**src/rtl/rcb_pkg.sv**
```systemverilog
package rcb_pkg;

    localparam int INSN_W  = 32;
    localparam int DISP_W  = 16;
    localparam int DISP_LO = 14;
    localparam int REG_IDX = 5;

    localparam logic [1:0] OP_BRANCH_GRP = 2'b00;
    localparam logic [2:0] OP2_REG_BR    = 3'b011;

    typedef struct packed {
        logic                 is_reg_br;
        logic                 annul;
        logic                 rsvd_bit;
        logic [2:0]           cond;
        logic                 hint;
        logic [REG_IDX-1:0]   src_reg;
        logic [DISP_W-1:0]    disp;
    } rcb_fields_t;

endpackage

```
**src/rtl/rcb_field_decode.sv**
```systemverilog
module rcb_field_decode
    import rcb_pkg::*;
(
    input  logic [INSN_W-1:0] word_i,
    output rcb_fields_t       fields_o
);

    logic [1:0]           disp_hi;
    logic [DISP_LO-1:0]   disp_lo;

    always_comb begin
        disp_hi = word_i[21:20];
        disp_lo = word_i[DISP_LO-1:0];

        fields_o.is_reg_br = (word_i[31:30] == OP_BRANCH_GRP) &&
                             (word_i[24:22] == OP2_REG_BR);
        fields_o.annul     = word_i[29];
        fields_o.rsvd_bit  = word_i[28];
        fields_o.cond      = word_i[27:25];
        fields_o.hint      = word_i[19];
        fields_o.src_reg   = word_i[18:14];
        fields_o.disp      = {disp_hi, disp_lo};
    end

endmodule

```
**src/rtl/rcb_cond_eval.sv**
```systemverilog
module rcb_cond_eval #(
    parameter int XLEN = 64
) (
    input  logic [2:0]      cond_i,
    input  logic [XLEN-1:0] value_i,
    output logic            cond_true_o,
    output logic            cond_legal_o
);

    logic is_zero;
    logic is_neg;
    logic base;

    always_comb begin
        is_zero = (value_i == '0);
        is_neg  = value_i[XLEN-1];
        unique case (cond_i[1:0])
            2'b01:   base = is_zero;
            2'b10:   base = is_zero | is_neg;
            2'b11:   base = is_neg;
            default: base = 1'b0;
        endcase
        cond_legal_o = (cond_i[1:0] != 2'b00);
        cond_true_o  = cond_legal_o & (base ^ cond_i[2]);
    end

endmodule

```
**src/rtl/rcb_target_calc.sv**
```systemverilog
module rcb_target_calc
    import rcb_pkg::*;
#(
    parameter int AW = 64
) (
    input  logic [AW-1:0]     pc_i,
    input  logic [DISP_W-1:0] disp_i,
    output logic [AW-1:0]     target_o
);

    localparam int OFS_W = DISP_W + 2;

    logic [OFS_W-1:0] ofs_short;
    logic [AW-1:0]    ofs_full;

    assign ofs_short = {disp_i, 2'b00};

    generate
        if (AW > OFS_W) begin : g_sext
            assign ofs_full = {{(AW-OFS_W){disp_i[DISP_W-1]}}, ofs_short};
        end else begin : g_trunc
            assign ofs_full = ofs_short[AW-1:0];
        end
    endgenerate

    assign target_o = pc_i + ofs_full;

endmodule

```
**src/rtl/rcb_branch_unit.sv**
```systemverilog
module rcb_branch_unit
    import rcb_pkg::*;
#(
    parameter int              AW       = 64,
    parameter int              XLEN     = 64,
    parameter logic [AW-1:0]   RESET_PC = '0
) (
    input  logic               clk,
    input  logic               rst_n,
    input  logic               issue_valid_i,
    input  logic [INSN_W-1:0]  instr_i,
    input  logic [XLEN-1:0]    rs_value_i,
    output logic [AW-1:0]      pc_o,
    output logic [AW-1:0]      npc_o,
    output logic               slot_kill_o,
    output logic               is_branch_o,
    output logic               br_taken_o,
    output logic [AW-1:0]      br_target_o,
    output logic               illegal_o,
    output logic               hint_o,
    output logic [REG_IDX-1:0] src_reg_o
);

    localparam logic [AW-1:0] STEP = AW'(4);

    typedef struct packed {
        logic [AW-1:0] pc;
        logic [AW-1:0] npc;
        logic          kill;
    } seq_t;

    seq_t        st_d, st_q;
    rcb_fields_t fld;
    logic        cond_true;
    logic        cond_legal;
    logic [AW-1:0] target;
    logic        live;
    logic        branch_here;
    logic        bad_enc;
    logic        take;
    logic        annul_next;

    rcb_field_decode u_decode (
        .word_i   (instr_i),
        .fields_o (fld)
    );

    rcb_cond_eval #(.XLEN(XLEN)) u_cond (
        .cond_i       (fld.cond),
        .value_i      (rs_value_i),
        .cond_true_o  (cond_true),
        .cond_legal_o (cond_legal)
    );

    rcb_target_calc #(.AW(AW)) u_target (
        .pc_i     (st_q.pc),
        .disp_i   (fld.disp),
        .target_o (target)
    );

    always_comb begin
        live        = issue_valid_i & ~st_q.kill;
        branch_here = live & fld.is_reg_br;
        bad_enc     = branch_here & (fld.rsvd_bit | ~cond_legal);
        take        = branch_here & ~bad_enc & cond_true;
        annul_next  = branch_here & ~bad_enc & ~cond_true & fld.annul;

        st_d = st_q;
        if (issue_valid_i && !bad_enc) begin
            st_d.pc   = st_q.npc;
            st_d.npc  = take ? target : (st_q.npc + STEP);
            st_d.kill = annul_next;
        end else if (issue_valid_i) begin
            st_d.kill = 1'b0;
        end
    end

    always_ff @(posedge clk) begin
        if (!rst_n) begin
            st_q.pc   <= RESET_PC;
            st_q.npc  <= RESET_PC + STEP;
            st_q.kill <= 1'b0;
        end else begin
            st_q <= st_d;
        end
    end

    assign pc_o        = st_q.pc;
    assign npc_o       = st_q.npc;
    assign slot_kill_o = st_q.kill;
    assign is_branch_o = branch_here;
    assign br_taken_o  = take;
    assign br_target_o = target;
    assign illegal_o   = bad_enc;
    assign hint_o      = branch_here & fld.hint;
    assign src_reg_o   = fld.src_reg;

endmodule

```
**config.mk**
```make
export PLATFORM = sky130hd
export DESIGN_NAME = rcb_branch_unit
export DESIGN_NICKNAME = d
export VERILOG_FILES = /design/src/rtl/rcb_pkg.sv /design/src/rtl/rcb_field_decode.sv /design/src/rtl/rcb_cond_eval.sv /design/src/rtl/rcb_target_calc.sv /design/src/rtl/rcb_branch_unit.sv
export SDC_FILE = /design/constraint.sdc
export NUM_CORES = 1
export LEC_CHECK = 0
export CAP_MARGIN = 30
export CELL_PAD_IN_SITES_DETAIL_PLACEMENT = 1
export CELL_PAD_IN_SITES_GLOBAL_PLACEMENT = 2
export CORE_MARGIN = 4
export CORE_UTILIZATION = 29
export DETAILED_ROUTE_END_ITERATION = 6
export PLACE_DENSITY = 0.95
export SYNTH_ARGS = -nofsm -noshare
export SYNTH_HDL_FRONTEND = slang
export SYNTH_HIERARCHICAL = 1
export SYNTH_SLANG_ARGS = --single-unit
```
**constraint.sdc**
```tcl
create_clock -name clk -period 10.7 [get_ports clk]
set_clock_uncertainty 0.2 [all_clocks]
set_input_delay 2.14 -clock clk [delete_from_list [all_inputs] [get_ports clk]]
set_output_delay 2.14 -clock clk [all_outputs]
set_load 0.03 [all_outputs]
```
==> results of run 1 <==
-- worst paths after layout --
check	from	end	slack, ns
max	instr_i[0]	br_target_o[56]	1.45
min reg2reg	npc_o[1]	pc_o[1]	0.27
min	npc_o[1]	pc_o[1]	0.27
max reg2reg	pc_o[2]	npc_o[44]	5.97
-- flip-flops by register name, indices dropped and copies added, names as in the netlist --
signal / flops
npc_o: 64
pc_o: 64
slot_kill_o: 1
-- routing by layer --
layer	global-route usage	wire length, um
met1	0.306	22200
met5	0	0
met3	0.0472	2820
met2	0.402	23800
met4	0.0804	1610
-- cell families (layout without fill, tap and decap cells) --
family	count (synthesis)	count (layout)	share of synthesized area
simple gates	631	631	0.294
compound gates	449	449	0.265
buf+inv	166	371	0.0698
flops	129	129	0.239
fa+ha+maj	63	63	0.0737
xor+xnor	61	61	0.0494
mux	10	10	0.00996
-- synth_stat cells (5+ instances only) --
cell	n	area, um^2
nand2b_1	11	68.8
xnor2_1	42	368
buf_2	10	50.1
o211ai_1	21	158
or3_1	25	156
nor3_1	27	135
a22oi_1	38	285
or4_1	20	150
and3_1	8	50.1
o21ai_0	59	295
nand4_1	53	332
clkbuf_1	80	300
nand2_1	254	953
inv_1	31	116
and2_1	9	56.3
nand3_1	59	295
nor2_1	79	297
a21oi_1	165	826
mux2_2	6	67.6
o21a_1	8	60.1
or2_2	7	43.8
dfxtp_1	129	2580
xor2_1	19	166
a22o_1	5	43.8
ha_1	62	776
nor4_1	35	219
and4_1	12	105
o21bai_1	17	128
a211oi_1	6	45.0
a31oi_1	38	238
a21o_1	37	278
buf_4	29	218
buf_1	13	48.8
-- worst max-delay path, cell delays in order --
cell             delay [ns]
clkdlybuf4s50_1        0.46
ha_1                   0.20
inv_1                  0.07
fa_1                   0.39
nand2b_1               0.18
a21oi_1                0.21
o2111ai_1              0.26
a2111oi_1              0.92
nor3_1                 0.24
o211a_1                0.35
o31ai_2                0.37
a31oi_1                0.16
xnor2_1                0.24
clkdlybuf4s50_1        0.72
-- cell type report --
class,instances,area (um^2)
flip-flops and latches,129,2580
multi-input cells,1214,7500
well taps,468,586
clock inverters,7,60.1
clock buffers,25,465
inverters,31,118
repair buffers,308,3030
fillers,4505,22400
-- metrics by stage --
step	power (mW)	area (um^2)	util
4_1_cts	1.32	14300	0.391
6_report	1.31	14300	0.391
3_5_place_dp	0.761	13800	0.376
3_3_place_gp	0.756	13800	0.376
5_1_grt	1.36	14300	0.391
2_1_floorplan	0.649	10800	-
-- power by group --
group	leakage [nW]	internal, mW	switching (mW)
clock	0.263	0.323	0.236
combinational	3.66	0.101	0.156
sequential	1.04	0.485	0.00954
==> results.py, run 1 <==
metrics = {
    "layout": {
        "final_common_cell": "clkdlybuf4s50_1",
        "final_nets": 1863,
        "area_growth_pct": 32.8,
        "n_antenna_cell": 0,
        "final_cell_mix": "clkdlybuf4s50_1, nand2_1, a21oi_1",
        "stdcell_count": 2182,
        "drive_gt1_frac": 0.0508,
    },
    "worst_setup_path": {
        "reg2reg_depth": 14,
        "criticalPathCategory": "in -> out",
        "cp-end-kind": "output port",
        "arrival_ns": 6.91,
        "required_ns": 8.36,
        "crit_path_start_kind": "primary input",
        "path_max_fanout": 3,
    },
    "pwr": {
        "vdd_drop_max_mv": 0.109,
        "leakage_nw": 4.97,
        "power.density_mw_per_mm2": 91.5,
    },
    "clock_network": {
        "root_buffer": "clkbuf_16",
        "clkSinkCount": 129,
        "numCtsBuffers": 17,
        "cts_tree": "yes",
        "worstSkewPairLatency_ns": 0.44,
        "htreeDepth": 4,
        "clockBufferDepth": 2,
        "path_clk_slew_ns": 0.06,
        "post_cts_resize_count": 0,
        "cts_hold_buf": 0,
        "post-cts-setup-buffer-count": 0,
    },
    "timing": {
        "setup-tns-final_ns": 0,
        "period_share": 0.864,
        "setup_viol_count_final": 0,
        "worst_slack_ns": 1.45,
        "slew_viol_final": 0,
        "period_needed_ns": 9.25,
        "final_hold_viol_count": 0,
        "rsz0062_at_grt": "false",
        "tightest_slew_ns": 1.03,
        "whs_ns": 0.274,
        "fmax_mhz": 108,
        "max-slew-margin-rel": 0.307,
    },
    "synth": {
        "syn_nets": 1671,
        "postSynthCellCount": 1509,
        "seq_area_frac_synth": 0.239,
        "synth.cell_area_mm2": 0.0108,
        "synth.avg_cell_area_um2": 7.16,
        "async_reset_ff_frac": 0,
        "synth_warnings": 6,
        "synth-seq-cells": 129,
        "synth_edf_count": 0,
        "synth_cell_type_count": 84,
        "ys.flop_type": "dfxtp_1",
    },
    "outcome": {
        "status": "finished, final reports clean",
    },
    "drt": {
        "drtIter0Drc": 886,
        "drc_errors": 0,
        "wl_um": 50500,
        "antenna_left": 0,
        "num_vias": 12800,
        "vias_per_cell": 5.86,
        "firstDrtPassIters": 5,
        "wl_per_cell_um": 23.1,
    },
    "die": {
        "boundaryPins": 301,
        "initial_core_util": 0.294,
        "rows": 70,
        "core_area_mm2": 0.0367,
        "die_w_um": 201,
        "die_area_mm2": 0.0404,
        "dieHeight_um": 201,
    },
    "grt": {
        "grtUsageTotal": 0.239,
        "grt_pass1_wl_um": 77700,
        "antenna_found_initial": 0,
        "grt_pass1_vias": 13200,
        "overflow": 0,
        "grt_max_degree": 76,
    },
    "place": {
        "dpl_worst_slack_ns": 1.49,
        "dp.cells": 2149,
        "gp_congestion": 0.934,
        "dp_hpwl_um": 38200,
        "io_buffers": 290,
    },
    "min_path": {
        "holdPathStages": 2,
        "hp-class": "reg -> reg",
    },
    "run": {
        "drv_cap": 0,
    },
}
Power figures use the tool's default switching activity.
==> inputs of run 2 (changes only) <==
--- a/config.mk
+++ b/config.mk
@@ -11,6 +11,7 @@
 export CORE_MARGIN = 4
 export CORE_UTILIZATION = 29
 export DETAILED_ROUTE_END_ITERATION = 6
+export HOLD_SLACK_MARGIN = 0.08
 export PLACE_DENSITY = 0.95
 export SYNTH_ARGS = -nofsm -noshare
 export SYNTH_HDL_FRONTEND = slang
==> results of run 2 <==
No change in the layout: final DEF, timing and power equal those of run 1.
